File: src/rtl/ebEncPkg.sv
package ebEncPkg;
  localparam int LANES  = 8;
  localparam int BYTE_W = 8;
  localparam int DATA_W = LANES * BYTE_W;
  localparam int HDR_W  = 2;
  localparam int BLK_W  = DATA_W + HDR_W;
  localparam int CODE_W = 7;
  localparam int OCODE_W = 4;
  localparam int SCR_LEN = 58;
  localparam int SCR_TAP = 39;
  localparam int OFS_W  = $clog2(BLK_W);

  localparam logic [HDR_W-1:0] HDR_DATA = 2'b01;
  localparam logic [HDR_W-1:0] HDR_CTRL = 2'b10;

  localparam logic [7:0] CH_START = 8'hFB;
  localparam logic [7:0] CH_TERM  = 8'hFD;
  localparam logic [7:0] CH_SEQ   = 8'h9C;
  localparam logic [7:0] CH_SIG   = 8'h5C;

  localparam logic [7:0] TY_CTRL  = 8'h1E;
  localparam logic [7:0] TY_OS4   = 8'h2D;
  localparam logic [7:0] TY_S4    = 8'h33;
  localparam logic [7:0] TY_OSS4  = 8'h66;
  localparam logic [7:0] TY_OS04  = 8'h55;
  localparam logic [7:0] TY_S0    = 8'h78;
  localparam logic [7:0] TY_OS0   = 8'h4B;

  localparam logic [OCODE_W-1:0] O_SEQ = 4'h0;
  localparam logic [OCODE_W-1:0] O_SIG = 4'hF;

  typedef enum logic [3:0] {
    BLK_DATA, BLK_CTRL, BLK_S0, BLK_S4, BLK_OSS4,
    BLK_OS0, BLK_OS4, BLK_OS04, BLK_TERM
  } blkKind_e;

  typedef struct packed {
    blkKind_e         kind;
    logic [2:0]       termLane;
    logic             sig0;
    logic             sig4;
    logic [OFS_W-1:0] ofs;
  } encStrb_t;

  function automatic logic [CODE_W-1:0] mapCode(input logic [7:0] ch);
    case (ch)
      8'h07:   mapCode = 7'h00;
      8'h06:   mapCode = 7'h06;
      8'hFE:   mapCode = 7'h1E;
      8'h1C:   mapCode = 7'h2D;
      8'h3C:   mapCode = 7'h33;
      8'h7C:   mapCode = 7'h4B;
      8'hBC:   mapCode = 7'h55;
      8'hDC:   mapCode = 7'h66;
      8'hF7:   mapCode = 7'h78;
      default: mapCode = 7'h1E;
    endcase
  endfunction

  function automatic logic [7:0] termType(input logic [2:0] lane);
    case (lane)
      3'd0:    termType = 8'h87;
      3'd1:    termType = 8'h99;
      3'd2:    termType = 8'hAA;
      3'd3:    termType = 8'hB4;
      3'd4:    termType = 8'hCC;
      3'd5:    termType = 8'hD2;
      3'd6:    termType = 8'hE1;
      default: termType = 8'hFF;
    endcase
  endfunction
endpackage

File: src/rtl/ebEncCtrl.sv
module ebEncCtrl
  import ebEncPkg::*;
(
  input  logic              clk,
  input  logic              rst,
  input  logic              clkEn,
  input  logic              slip,
  input  logic [DATA_W-1:0] txData,
  input  logic [LANES-1:0]  txCtrl,
  output encStrb_t          strb,
  output logic [OFS_W-1:0]  slipOfs
);
  logic [7:0] ln [LANES];
  logic [LANES-1:0] isOs;
  logic [LANES-1:0] isSig;
  logic [LANES-1:0] termAt;

  for (genvar g = 0; g < LANES; g++) begin : g_lane
    assign ln[g]     = txData[BYTE_W*g +: BYTE_W];
    assign isOs[g]   = txCtrl[g] && (ln[g] == CH_SEQ || ln[g] == CH_SIG);
    assign isSig[g]  = ln[g] == CH_SIG;
    if (g == 0) begin : g_t0
      assign termAt[g] = txCtrl[g] && ln[g] == CH_TERM;
    end else begin : g_tn
      assign termAt[g] = txCtrl[g] && ln[g] == CH_TERM && txCtrl[g-1:0] == '0;
    end
  end

  logic       termHit;
  logic [2:0] termK;

  always_comb begin
    termHit = 1'b0;
    termK   = '0;
    for (int k = 0; k < LANES; k++) begin
      if (termAt[k]) begin
        termHit = 1'b1;
        termK   = 3'(k);
      end
    end
  end

  logic start0, start4, os0Ok, os4Ok;
  assign start0 = txCtrl[0] && ln[0] == CH_START && txCtrl[7:1] == '0;
  assign start4 = txCtrl[4] && ln[4] == CH_START && txCtrl[7:5] == '0;
  assign os0Ok  = isOs[0] && txCtrl[3:1] == '0;
  assign os4Ok  = isOs[4] && txCtrl[7:5] == '0;

  always_comb begin
    strb.termLane = termK;
    strb.sig0     = isSig[0];
    strb.sig4     = isSig[4];
    if (txCtrl == '0)     strb.kind = BLK_DATA;
    else if (start0)      strb.kind = BLK_S0;
    else if (start4)      strb.kind = os0Ok ? BLK_OSS4 : BLK_S4;
    else if (os0Ok)       strb.kind = os4Ok ? BLK_OS04 : BLK_OS0;
    else if (os4Ok)       strb.kind = BLK_OS4;
    else if (termHit)     strb.kind = BLK_TERM;
    else                  strb.kind = BLK_CTRL;
  end

  logic [OFS_W-1:0] ofsReg, ofsNow;
  assign ofsNow = !slip ? ofsReg
                : (ofsReg == OFS_W'(BLK_W - 1)) ? '0 : ofsReg + 1'b1;
  assign strb.ofs = ofsNow;
  assign slipOfs  = ofsReg;

  always_ff @(posedge clk) begin
    if (rst)        ofsReg <= '0;
    else if (clkEn) ofsReg <= ofsNow;
  end
endmodule

File: src/rtl/ebEncPath.sv
module ebEncPath
  import ebEncPkg::*;
#(
  parameter logic [SCR_LEN-1:0] SCR_SEED = '1
) (
  input  logic              clk,
  input  logic              rst,
  input  logic              clkEn,
  input  logic              scrambleEn,
  input  logic              reverseEn,
  input  logic [DATA_W-1:0] txData,
  input  encStrb_t          strb,
  output logic [DATA_W-1:0] blkData,
  output logic [HDR_W-1:0]  blkHdr
);
  logic [7:0]        ln    [LANES];
  logic [CODE_W-1:0] codes [LANES];
  logic [CODE_W*LANES-1:0] codeAll;

  for (genvar g = 0; g < LANES; g++) begin : g_lane
    assign ln[g]    = txData[BYTE_W*g +: BYTE_W];
    assign codes[g] = mapCode(ln[g]);
    assign codeAll[CODE_W*g +: CODE_W] = codes[g];
  end

  logic [OCODE_W-1:0] oVal0, oVal4;
  assign oVal0 = strb.sig0 ? O_SIG : O_SEQ;
  assign oVal4 = strb.sig4 ? O_SIG : O_SEQ;

  logic [DATA_W-1:0] termPay;
  always_comb begin
    termPay = '0;
    termPay[7:0] = termType(strb.termLane);
    for (int i = 0; i < LANES - 1; i++)
      if (i < int'(strb.termLane)) termPay[BYTE_W*(i+1) +: BYTE_W] = ln[i];
    for (int i = 1; i < LANES; i++)
      if (i > int'(strb.termLane)) termPay[BYTE_W + CODE_W*i +: CODE_W] = codes[i];
  end

  logic [DATA_W-1:0] pay;
  logic [HDR_W-1:0]  hdr;
  always_comb begin
    hdr = HDR_CTRL;
    case (strb.kind)
      BLK_DATA: begin pay = txData; hdr = HDR_DATA; end
      BLK_S0:   pay = {txData[63:8], TY_S0};
      BLK_S4:   pay = {txData[63:40], 4'h0, codeAll[27:0], TY_S4};
      BLK_OSS4: pay = {txData[63:40], 4'h0, oVal0, txData[31:8], TY_OSS4};
      BLK_OS0:  pay = {codeAll[55:28], oVal0, txData[31:8], TY_OS0};
      BLK_OS4:  pay = {txData[63:40], oVal4, codeAll[27:0], TY_OS4};
      BLK_OS04: pay = {txData[63:40], oVal4, oVal0, txData[31:8], TY_OS04};
      BLK_TERM: pay = termPay;
      default:  pay = {codeAll, TY_CTRL};
    endcase
  end

  logic [SCR_LEN-1:0] scrState, scrNext;
  logic [DATA_W-1:0]  scrPay;
  always_comb begin
    logic [SCR_LEN-1:0] s;
    logic fb;
    s = scrState;
    for (int i = 0; i < DATA_W; i++) begin
      fb        = s[SCR_TAP-1] ^ s[SCR_LEN-1] ^ pay[i];
      scrPay[i] = fb;
      s         = {s[SCR_LEN-2:0], fb};
    end
    scrNext = s;
  end

  logic [BLK_W-1:0]   curBlk, lastBlk, slipBlk;
  logic [2*BLK_W-1:0] wide;
  assign curBlk = {scrambleEn ? scrPay : pay, hdr};
  assign wide   = {curBlk, lastBlk} >> (OFS_W'(BLK_W) - strb.ofs);
  assign slipBlk = (strb.ofs == '0) ? curBlk : wide[BLK_W-1:0];

  logic [DATA_W-1:0] outPay;
  logic [HDR_W-1:0]  outHdr;
  always_comb begin
    outPay = slipBlk[BLK_W-1:HDR_W];
    outHdr = slipBlk[HDR_W-1:0];
    if (reverseEn) begin
      for (int i = 0; i < DATA_W; i++) outPay[i] = slipBlk[HDR_W + DATA_W - 1 - i];
      for (int i = 0; i < HDR_W; i++)  outHdr[i] = slipBlk[HDR_W - 1 - i];
    end
  end

  always_ff @(posedge clk) begin
    if (rst) begin
      scrState <= SCR_SEED;
      lastBlk  <= '0;
      blkData  <= '0;
      blkHdr   <= '0;
    end else if (clkEn) begin
      if (scrambleEn) scrState <= scrNext;
      lastBlk <= curBlk;
      blkData <= outPay;
      blkHdr  <= outHdr;
    end
  end
endmodule

File: src/rtl/ebBlockEncoder.sv
module ebBlockEncoder
  import ebEncPkg::*;
#(
  parameter logic [SCR_LEN-1:0] SCR_SEED = '1
) (
  input  logic              clk,
  input  logic              rst,
  input  logic              clkEn,
  input  logic              scrambleEn,
  input  logic              reverseEn,
  input  logic              slip,
  input  logic [DATA_W-1:0] txData,
  input  logic [LANES-1:0]  txCtrl,
  output logic [DATA_W-1:0] blkData,
  output logic [HDR_W-1:0]  blkHdr
);
  encStrb_t         strb;
  logic [OFS_W-1:0] slipOfs;

  ebEncCtrl u_ctrl (
    .clk(clk), .rst(rst), .clkEn(clkEn), .slip(slip),
    .txData(txData), .txCtrl(txCtrl), .strb(strb), .slipOfs(slipOfs)
  );

  ebEncPath #(.SCR_SEED(SCR_SEED)) u_path (
    .clk(clk), .rst(rst), .clkEn(clkEn), .scrambleEn(scrambleEn),
    .reverseEn(reverseEn), .txData(txData), .strb(strb),
    .blkData(blkData), .blkHdr(blkHdr)
  );
endmodule

File: config.mk
export PLATFORM = sky130hd
export DESIGN_NAME = ebBlockEncoder
export DESIGN_NICKNAME = d
export VERILOG_FILES = /design/src/rtl/ebEncPkg.sv /design/src/rtl/ebEncCtrl.sv /design/src/rtl/ebEncPath.sv /design/src/rtl/ebBlockEncoder.sv
export SDC_FILE = /design/constraint.sdc
export NUM_CORES = 1
export LEC_CHECK = 0
export ABC_AREA = 1
export BUFFER_PORTS_ARGS = -buffer_cell sky130_fd_sc_hd__buf_2
export CORE_AREA = 2 2 261 289
export DETAILED_ROUTE_END_ITERATION = 7
export DIE_AREA = 0 0 263 291
export GPL_ROUTABILITY_DRIVEN = 0
export MAX_ROUTING_LAYER = met4
export PLACE_DENSITY_LB_ADDON = 0.15
export SETUP_SLACK_MARGIN = 0.02
export SYNTH_ARGS = -nofsm -noshare
export SYNTH_HDL_FRONTEND = slang
export SYNTH_SLANG_ARGS = --single-unit
File: constraint.sdc
create_clock -name clk -period 6.05 [get_ports clk]
set_input_delay 0.3025 -clock clk [delete_from_list [all_inputs] [get_ports clk]]
set_output_delay 0.3025 -clock clk [all_outputs]
set_load 0.03 [all_outputs]
# After elaboration in Yosys (flattened, before gate mapping)
# Index checks and enable logic that the tools add are counted.
dict set report op_classes {
  n_shift 1
  eq_ne 92
  bitwise_logic 129
  addsub 2
  n_reduce_logical 39
  n_mux 56
  magnitude_cmp 14
}
# operator n
set ops {}
lappend ops {{$pmux 64 s8} 1}
lappend ops {{$pmux 7 s8} 8}
lappend ops {{$eq 8x8->1 const B} 36}
lappend ops {{$shr 132x7->66} 1}
lappend ops {{$eq 8x3->1 const B} 16}
lappend ops {{$mux 64} 2}
lappend ops {{$xor 1x1->1} 128}
lappend ops {{$eq 8x7->1 const B} 10}
lappend ops {{$mux 66} 1}
lappend ops {{$eq 8x5->1 const B} 8}
lappend ops {{$eq 8x6->1 const B} 8}
lappend ops {{$mux 7} 9}
lappend ops {{$mux 8} 7}
lappend ops {{$pmux 7 s7} 1}
lappend ops {{$mux 4} 8}
lappend ops {{$logic_and 1x1->1} 23}
lappend ops {{$logic_not 7->1} 3}
lappend ops {{$eq 4x3->1 const B} 4}
lappend ops {{$mux 3} 5}
lappend ops {{$gt 3x3->1 const A} 4}
lappend ops {{$logic_not 3->1} 4}
lappend ops {{$mux 2} 5}
lappend ops {{$eq 3x3->1 const B} 3}
lappend ops {{$lt 3x3->1 const A} 3}
lappend ops {{20 further kinds} 35}
dict set report totals {
  word_cells 338
  ff_bits 197
}

# Logic depth before layout (Yosys ltp)
# Gate-level depths: netlist (run 1).
dict set report depth {
  ltp_word 25
  depth_mapped 39
}

# Hierarchy
# A second synthesis (run 1) with hierarchy kept.
dict set report unflattened {
  cells_unflattened 4848
  area_unflattened_um2 25241.7
}
# module seq_area_each_um2 cells_each instances area_each_um2
set by_module_without_submodules {}
lappend by_module_without_submodules {ebEncPath 3803.6 4636 1 24134.4}
lappend by_module_without_submodules {ebEncCtrl 140.1 212 1 1107.3}

# Worst setup path after synthesis (run 1)
# Ideal clock, no wire load.
dict set report synth_timing {
  path_type {flip-flop to flip-flop}
  start {reg u_ctrl.ofsReg[3] (netlist: u_ctrl.slipOfs[3])}
  end {reg u_path.blkData[3]}
  arrival_time_ns 4.075
  path_slack_ns 1.840
  stages_incl_launch_ff 30
  setup_time_ns 0.135
  cell_sequence {dfxtp_1 nor4_1 nand3_1 nand3_1 nand2_1 inv_1 buf_1 buf_2 buf_2 buf_2 ha_1 inv_1 clkbuf_1 buf_1 buf_1 nand3_1 nand3_1 nand3_1 nand2_1 nand2_1 nand2_1 nand2_1 nand2_1 inv_1 nand2_1 nand2_1 o21ai_1 nand2_1 nand3_1 a21oi_1}
}
dict set report synth_between {
  elab_chain_cells 7
  word_cells_on_any_way 9
  cone_classes {add/sub: 2; eq/ne: 1; shift: 1; mux: 4; reduce/logical: 1}
}
# item line_no
set synth_rtl {}
lappend synth_rtl {{start: declaration} ebEncCtrl.sv:62} ;# logic [OFS_W-1:0] ofsReg, ofsNow;
lappend synth_rtl {{start signal: assignment} ebEncCtrl.sv:70} ;# else if (clkEn) ofsReg <= ofsNow;
lappend synth_rtl {{$add 7x1->7 / $eq 7x7->1 (equally long branches)} ebEncCtrl.sv:64} ;# : (ofsReg == OFS_W'(BLK_W - 1)) ? '0 : ofsReg + 1'b1;
lappend synth_rtl {{$mux 7} ebEncCtrl.sv:64}
lappend synth_rtl {{$mux 7 *} ebEncCtrl.sv:63} ;# assign ofsNow = !slip ? ofsReg
lappend synth_rtl {{$sub 7x7->7} ebEncPath.sv:74} ;# assign wide = {curBlk, lastBlk} >> (OFS_W'(BLK_W) - strb.ofs);
lappend synth_rtl {{$shr 132x7->66} ebEncPath.sv:74}
lappend synth_rtl {{$mux 66 *} ebEncPath.sv:75} ;# assign slipBlk = (strb.ofs == '0) ? curBlk : wide[BLK_W-1:0];
lappend synth_rtl {{$mux 64 *} ebEncPath.sv:82} ;# if (reverseEn) begin
lappend synth_rtl {{end signal: assignment} ebEncPath.sv:97} ;# blkData <= outPay;
lappend synth_rtl {{end: declaration} ebEncPath.sv:13} ;# output logic [DATA_W-1:0] blkData,
# Every way passes the cells marked *; elsewhere a longest branch is shown, timed or not.
# A chain may end at the register's enable or synchronous reset.

# Final worst setup path (run 1)
dict set report layout_timing {
  start {in txCtrl[1]}
  end {reg u_path.blkData[8]}
}
dict set report layout_between {
  elab_chain_cells 24
  word_cells_on_any_way 179
  cone_classes {order compare: 14; eq/ne: 13; shift: 1; mux: 41; bitwise: 89; reduce/logical: 21}
}
# item line_no
set layout_rtl {}
lappend layout_rtl {{start: declaration} ebBlockEncoder.sv:13} ;# input logic [LANES-1:0] txCtrl,
lappend layout_rtl {{$logic_and 1x1->1 (2 in a row)} ebEncCtrl.sv:25} ;# assign termAt[g] = txCtrl[g] && ln[g] == CH_TERM && txCtrl[g-1:0] == '0;
lappend layout_rtl {{$mux 1 (7 in a row)} ebEncCtrl.sv:36} ;# if (termAt[k]) begin
lappend layout_rtl {{$mux 4} ebEncCtrl.sv:58} ;# else if (termHit) strb.kind = BLK_TERM;
lappend layout_rtl {{$mux 4} ebEncCtrl.sv:57} ;# else if (os4Ok) strb.kind = BLK_OS4;
lappend layout_rtl {{$mux 4} ebEncCtrl.sv:56} ;# else if (os0Ok) strb.kind = os4Ok ? BLK_OS04 : BLK_OS0;
lappend layout_rtl {{$mux 4} ebEncCtrl.sv:55} ;# else if (start4) strb.kind = os0Ok ? BLK_OSS4 : BLK_S4;
lappend layout_rtl {{$mux 4} ebEncCtrl.sv:54} ;# else if (start0) strb.kind = BLK_S0;
lappend layout_rtl {{$mux 4} ebEncCtrl.sv:53} ;# if (txCtrl == '0) strb.kind = BLK_DATA;
lappend layout_rtl {{$eq 4x4->1, or another cell as far along} ebEncPath.sv:44} ;# case (strb.kind)
lappend layout_rtl {{$pmux 64 s8} ebEncPath.sv:44}
lappend layout_rtl {{$xor 1x1->1 (3 in a row)} ebEncPath.sv:64} ;# fb = s[SCR_TAP-1] ^ s[SCR_LEN-1] ^ pay[i];
lappend layout_rtl {{$mux 64} ebEncPath.sv:73} ;# assign curBlk = {scrambleEn ? scrPay : pay, hdr};
lappend layout_rtl {{$shr 132x7->66} ebEncPath.sv:74}
lappend layout_rtl {{$mux 66 *} ebEncPath.sv:75}
lappend layout_rtl {{$mux 64 *} ebEncPath.sv:82}
# Marks and branches as above.

==> flow_metrics.py, run 1 <==
metrics = {
    "floorplanning": {
        "io_pins": 144,
        "die_w_um": 263,
        "coreArea_sq_um": 73830,
        "die_y_um": 291,
        "dieArea_sq_um": 76530,
        "start_util_pct": 34.59,
        "rows": 105,
    },
    "power": {
        "p_int_w": 0.003429,
        "p_leak_nw": 13.96,
        "power_frac_comb_pct": 65.7,
        "p_total_w": 0.008175,
        "sw_frac_of_total_pct": 58.05,
        "ir_worst_vdd_uv": 238.1,
        "p_sw_w": 0.004746,
        "power_frac_clock_pct": 15.3,
        "pwr-share-seq_pct": 18.9,
        "p_per_area_nw_per_um2": 299.5,
    },
    "logic_synthesis": {
        "synth_flop_cell": "dfxtp_1",
        "avgSynthCellArea_sq_um": 5.326,
        "ys_ff_latch": 197,
        "yosysSeqAreaShare_pct": 15.44,
        "synth_top_area_cell": "nand2_1",
        "synth_nets": 4881,
        "netlist_instances": 4795,
        "async_flop_share_pct": 0,
        "yosysTopAreaCellShare_pct": 23.94,
        "syn_area_sq_um": 25540,
        "synth_edf_count": 0,
        "synth_area_leaders": "nand2_1 24%, nand3_1 18%, dfxtp_1 15%",
        "synth_warnings": 0,
        "synth_cell_type_count": 63,
    },
    "route": {
        "dr.pass1.iters": 8,
        "wl_um": 131500,
        "vias": 33008,
        "drt_iter0_drc": 4558,
        "avgViaCountPerCell": 5.786,
        "drc": 7,
        "ant_nets": 0,
        "wire_per_inst_um": 23.06,
    },
    "clock_tree": {
        "cts_made_buffers": 17,
        "clock_path_buffers": 2,
        "postCtsHoldBufs": 0,
        "clk-insertion-delay-late_ns": 0.53,
        "cts_sinks": 197,
        "cts_tree": "done",
        "post_cts_buffers": 0,
        "cts_root_buf": "clkbuf_16",
        "cts-htree-levels": 4,
        "ctsResizeCount": 0,
        "path_clk_slew_ns": 0.09,
    },
    "job": {
        "maxCapViolations": 0,
    },
    "worst_hold_path": {
        "holdCritPathClass": "in -> reg",
    },
    "sta": {
        "max-slew-margin-rel_pct": 26.30,
        "slew_viol_final": 0,
        "fin_crit_sh_pct": 88.00,
        "worst_slack_ns": 0.7262,
        "rsz0062_at_grt": "no",
        "setup_tns_ns": 0,
        "setup-violations-final": 0,
        "worstMarginPinSlew_ns": 1.094,
        "hold_violations": 0,
        "fin_crit_ns": 5.324,
        "finClkSkew_ns": 0.02376,
        "clock.fmax_mhz": 187.8,
    },
    "setup_path": {
        "cpMostUsedCell": "nand2_1",
        "crit_type": "in -> reg",
        "cp.arrival_ns": 5.77,
        "slowest_delay_ns": 0.58,
        "crit_slowest_cell": "nand2_1",
        "critPathMaxFanout": 8,
        "start_kind": "input port",
        "critPathCaptureType": "register",
        "cp.required_ns": 6.49,
    },
    "global_routing": {
        "grt_start_max_net_pins": 143,
        "grt_usage_pct": 34.42,
        "antenna_found_initial": 3,
        "grt_pass1_wl_um": 192800,
        "grt_pass1_vias": 29517,
        "overflow": 0,
    },
    "outcome": {
        "status": "complete, but fails checks",
        "violations": "DRC",
    },
    "placement": {
        "dp_hpwl_um": 101900,
        "portBuffers": 143,
        "place_ws_ns": 0.6167,
    },
    "layout": {
        "area_delta_synth_final_pct": 6.869,
        "drive_gt1_share_pct": 9.795,
        "layout_commonest_cell": "nand2_1",
        "utilization_pct": 36.96,
        "final_net_count": 4810,
        "layout_common_cells": "1,627 x nand2_1, 936 x nand3_1, 393 x inv_1",
    },
}
## worst max-delay path: cells and delay by family
family	cells	cell delay, ns
AO/OA/AOI/OAI	3	0.74
buffers and inverters	4	0.56
adder cells (fa/ha/maj)	1	0.46
AND/OR/NAND/NOR	22	3.37
XOR/XNOR	1	0.31
## final timing paths
check                     startpoint                   to  slack [ns]  cells after the start
setup / recovery           txCtrl[1]    u_path.blkData[8]        0.73                     31
hold / removal                   rst  u_path.scrState[44]        0.26                      3
setup reg to reg   u_ctrl.slipOfs[1]   u_path.blkData[60]        0.98                     21
hold reg to reg   u_path.blkData[27]   u_path.blkData[27]        0.47                      2
## through the flow
step | std cells | instance area, sq um | hold slack [ns]
after floorplan | 4795 | 25540 | 0.4481
after global placement | 5668 | 26670 | 0.4528
after detailed placement | 5668 | 26670 | 0.4572
after CTS | 5700 | 27280 | 0.2208
after global routing | 5703 | 27290 | 0.2821
final | 5705 | 27290 | 0.2605
## registers in the layout (all words and copies together), names as in the netlist
name	flops
u_path.blkHdr	2
u_path.lastBlk	66
u_path.blkData	64
u_ctrl.slipOfs	7
u_path.scrState	58
## power by group through the flow
stage / clock network, W / registers (W) / logic, W
2_1_floorplan: 0 / 0.00168 / 0.00325
3_3_place_gp: 0 / 0.00158 / 0.00512
5_1_grt: 0.00132 / 0.00156 / 0.00572
3_5_place_dp: 0 / 0.00158 / 0.00511
6_report: 0.00125 / 0.00155 / 0.00537
4_1_cts: 0.00128 / 0.00155 / 0.00513
## Yosys cell counts (16+ instances only)
| master | count |
|---|---|
| a21oi_1 | 230 |
| a31oi_1 | 17 |
| nand3_2 | 40 |
| inv_1 | 398 |
| xor2_1 | 31 |
| or2_2 | 32 |
| nand3b_1 | 16 |
| dfxtp_1 | 197 |
| o211ai_1 | 54 |
| o21ai_0 | 353 |
| nand2_2 | 39 |
| nor2_1 | 175 |
| inv_2 | 37 |
| nand2_1 | 1629 |
| nor3_1 | 39 |
| buf_1 | 22 |
| clkbuf_1 | 120 |
| o21ai_1 | 48 |
| nand3_1 | 936 |
| xnor2_1 | 31 |
| nand4_1 | 67 |
| buf_2 | 125 |
## layout make-up
cell class                 instances  area, sq um
antenna                            5        12.51
clock buffer                      17        425.4
clock inverter                    15        187.7
fill                            8551        46540
inverter                         445         1699
multi-input combinational       3867        18650
sequential                       197         3944
tap                              963         1205
timing repair buffer             196         1169
## layer usage
layer / part of all wire (%) / GRT usage (%) / vias up
met1: 39 / 41.50 / 15072
met2: 42 / 50.94 / 1800
met5: 0 / - / -
met3: 9.4 / 6.480 / 437
met4: 9.2 / 25.73 / 0
li1: - / - / 15699
## cells by family (layout without fill, tap and decap cells)
family                   after synthesis  count (layout)  share of synthesized area, %
AND/OR/NAND/NOR                     3022            3022                         52.87
AO/OA/AOI/OAI                        759             759                         16.40
buffers and inverters                731             673                         11.94
flip-flops                           197             197                         15.44
XOR/XNOR                              70              70                         2.636
adder cells (fa/ha/maj)                8               8                        0.3920
multiplexers                           8               8                        0.3136
other                                  0               5                             0
No activity file was read; power rests on OpenSTA's default activity.
==> inputs of run 2 (changes only) <==
--- a/config.mk
+++ b/config.mk
@@ -6,14 +6,16 @@
 export NUM_CORES = 1
 export LEC_CHECK = 0
 export ABC_AREA = 1
+export ABC_CLOCK_PERIOD_IN_PS = 6050
 export BUFFER_PORTS_ARGS = -buffer_cell sky130_fd_sc_hd__buf_2
-export CORE_AREA = 2 2 261 289
+export CORE_AREA = 2 2 282 311
 export DETAILED_ROUTE_END_ITERATION = 7
-export DIE_AREA = 0 0 263 291
+export DIE_AREA = 0 0 284 313
 export GPL_ROUTABILITY_DRIVEN = 0
 export MAX_ROUTING_LAYER = met4
 export PLACE_DENSITY_LB_ADDON = 0.15
 export SETUP_SLACK_MARGIN = 0.02
+export SKIP_CTS_REPAIR_TIMING = 1
 export SYNTH_ARGS = -nofsm -noshare
 export SYNTH_HDL_FRONTEND = slang
 export SYNTH_SLANG_ARGS = --single-unit
==> flow_metrics.py, run 2 (synthesized netlist as in run 1, its figures left out) <==
metrics = {
    "outcome": {
        "status": "finished clean",
    },
    "route": {
        "ant_nets": 0,
        "drt_iter0_drc": 4222,
        "wire_per_inst_um": 23.20,
        "vias": 32685,
        "avgViaCountPerCell": 5.543,
        "wl_um": 136800,
        "dr.pass1.iters": 8,
        "drc": 0,
    },
    "setup_path": {
        "cpMostUsedCell": "nand2_1",
        "slowest_delay_ns": 0.58,
        "critPathCaptureType": "register",
        "crit_type": "reg -> reg",
        "start_kind": "register",
        "crit_slowest_cell": "buf_4",
        "critPathMaxFanout": 56,
        "cp.arrival_ns": 5.17,
        "ff2ff_setup_slack_ns": 1.25,
        "cp.required_ns": 6.42,
    },
    "floorplanning": {
        "die_w_um": 284,
        "io_pins": 144,
        "dieArea_sq_um": 88890,
        "coreArea_sq_um": 85960,
        "start_util_pct": 29.71,
        "die_y_um": 313,
        "rows": 113,
    },
    "global_routing": {
        "grtUsageMet3_pct": 5.138,
        "grtUsageMet1_pct": 37.25,
        "grt_util_met2_pct": 46.43,
        "grt_pass1_wl_um": 199800,
        "antenna_found_initial": 3,
        "grt_pass1_vias": 30099,
        "grt_usage_pct": 30.97,
        "overflow": 0,
        "grt_start_max_net_pins": 179,
        "busiest_layer": "met2",
    },
    "clock_tree": {
        "cts_root_buf": "clkbuf_16",
        "cts_made_buffers": 17,
        "cts_tree": "done",
        "path_clk_slew_ns": 0.08,
        "clk-insertion-delay-late_ns": 0.53,
        "clock_path_buffers": 2,
        "cts_sinks": 197,
        "cts-htree-levels": 4,
    },
    "layout": {
        "utilization_pct": 32.09,
        "layout_common_cells": "1,627 x nand2_1, 936 x nand3_1, 392 x inv_1",
        "top_register": "u_path.lastBlk",
        "layout_commonest_cell": "nand2_1",
        "area_delta_synth_final_pct": 8.035,
        "drive_gt1_share_pct": 9.947,
        "fill_cells": 10200,
        "largest_reg_flops": 66,
        "final_net_count": 4818,
        "top_regs": "u_path.lastBlk (66), u_path.blkData (64), u_path.scrState (58)",
    },
    "sta": {
        "setup_tns_ns": 0,
        "rsz0062_at_grt": "no",
        "fin_crit_ns": 4.803,
        "max-slew-margin-rel_pct": 27.48,
        "slew_viol_final": 0,
        "finClkSkew_ns": 0.01770,
        "setup-violations-final": 0,
        "worstMarginPinSlew_ns": 1.076,
        "fin_crit_sh_pct": 79.38,
        "hold_violations": 0,
        "clock.fmax_mhz": 208.2,
    },
    "job": {
        "maxCapViolations": 0,
    },
    "worst_hold_path": {
        "holdCritPathClass": "in -> reg",
    },
    "placement": {
        "portBuffers": 143,
        "dp_hpwl_um": 107700,
    },
    "power": {
        "p_leak_nw": 13.99,
        "power_frac_comb_pct": 65.9,
        "p_sw_w": 0.004784,
        "p_int_w": 0.003434,
        "pwr-share-seq_pct": 18.8,
        "ir_worst_vdd_uv": 203.1,
        "sw_frac_of_total_pct": 58.21,
        "p_per_area_nw_per_um2": 297.9,
        "power_frac_clock_pct": 15.3,
    },
}
==> run 2: cell types whose count changed in the layout (fill, tap and decap cells not counted), sizes merged <==
| cell | previous run | this run |
|---|---|---|
| diode | 5 | 2 |
| clkinvlp | 0 | 1 |
| inv | 442 | 441 |
| clkbuf | 17 | 18 |
| buf | 196 | 204 |
| clkinv | 17 | 16 |
==> run 2: critical path: cells and delay by family, from the launching register on <==
kind / cells / cell delay (ns)
flops: 1 / 0.36
compound gates: 5 / 0.89
simple gates: 15 / 1.82
buf+inv: 6 / 1.48
==> run 2: layout make-up <==
class                      count  area, sq um  area share (%)
clock inverter                14        178.9          0.6485
tap                         1150         1439           5.215
sequential                   197         3944           14.29
inverter                     445         1699           6.159
clock buffer                  18        429.2           1.556
timing repair buffer         204         1245           4.512
multi-input combinational   3867        18650           67.60
antenna                        2        5.005         0.01814
==> run 2: final timing paths <==
kind                            from                  end  cells past startpoint
setup reg to reg   u_ctrl.slipOfs[3]    u_path.blkData[2]                     26
setup / recovery   u_ctrl.slipOfs[3]    u_path.blkData[2]                     26
hold / removal                   rst  u_path.scrState[56]                      3
hold reg to reg   u_path.blkData[21]   u_path.blkData[21]                      2
==> run 2: power groups by stage <==
stage / clock [W] / sequential (W) / combinational [W]
global route: 0.00132 / 0.00156 / 0.00581
detailed placement: 0 / 0.00158 / 0.00520
global placement: 0 / 0.00158 / 0.00521
floorplan: 0 / 0.00168 / 0.00325
CTS: 0.00129 / 0.00155 / 0.00522
finish: 0.00126 / 0.00155 / 0.00541
==> run 2: per-layer routing <==
layer  wire length (um)  up-vias
met1              54080    14910
met3              11250      405
met5                  0        -
met2              59140     1667
met4              12340        0
li1                   -    15703
==> run 2: stage by stage <==
| step | std cells | worst slack [ns] | total power, W | hold WS [ns] | instance area [sq um] |
|---|---|---|---|---|---|
| 4_1_cts | 5895 | 1.409 | 0.008060 | 0.2052 | 27580 |
| 6_report | 5897 | 1.247 | 0.008218 | 0.2433 | 27590 |
| 2_1_floorplan | 4795 | 1.840 | 0.004935 | 0.4481 | 25540 |
| 3_5_place_dp | 5863 | 0.9019 | 0.006779 | 0.4573 | 26980 |
| 5_1_grt | 5897 | 0.9293 | 0.008699 | 0.2399 | 27590 |
| 3_3_place_gp | 5863 | 0.8657 | 0.006784 | 0.4535 | 26980 |
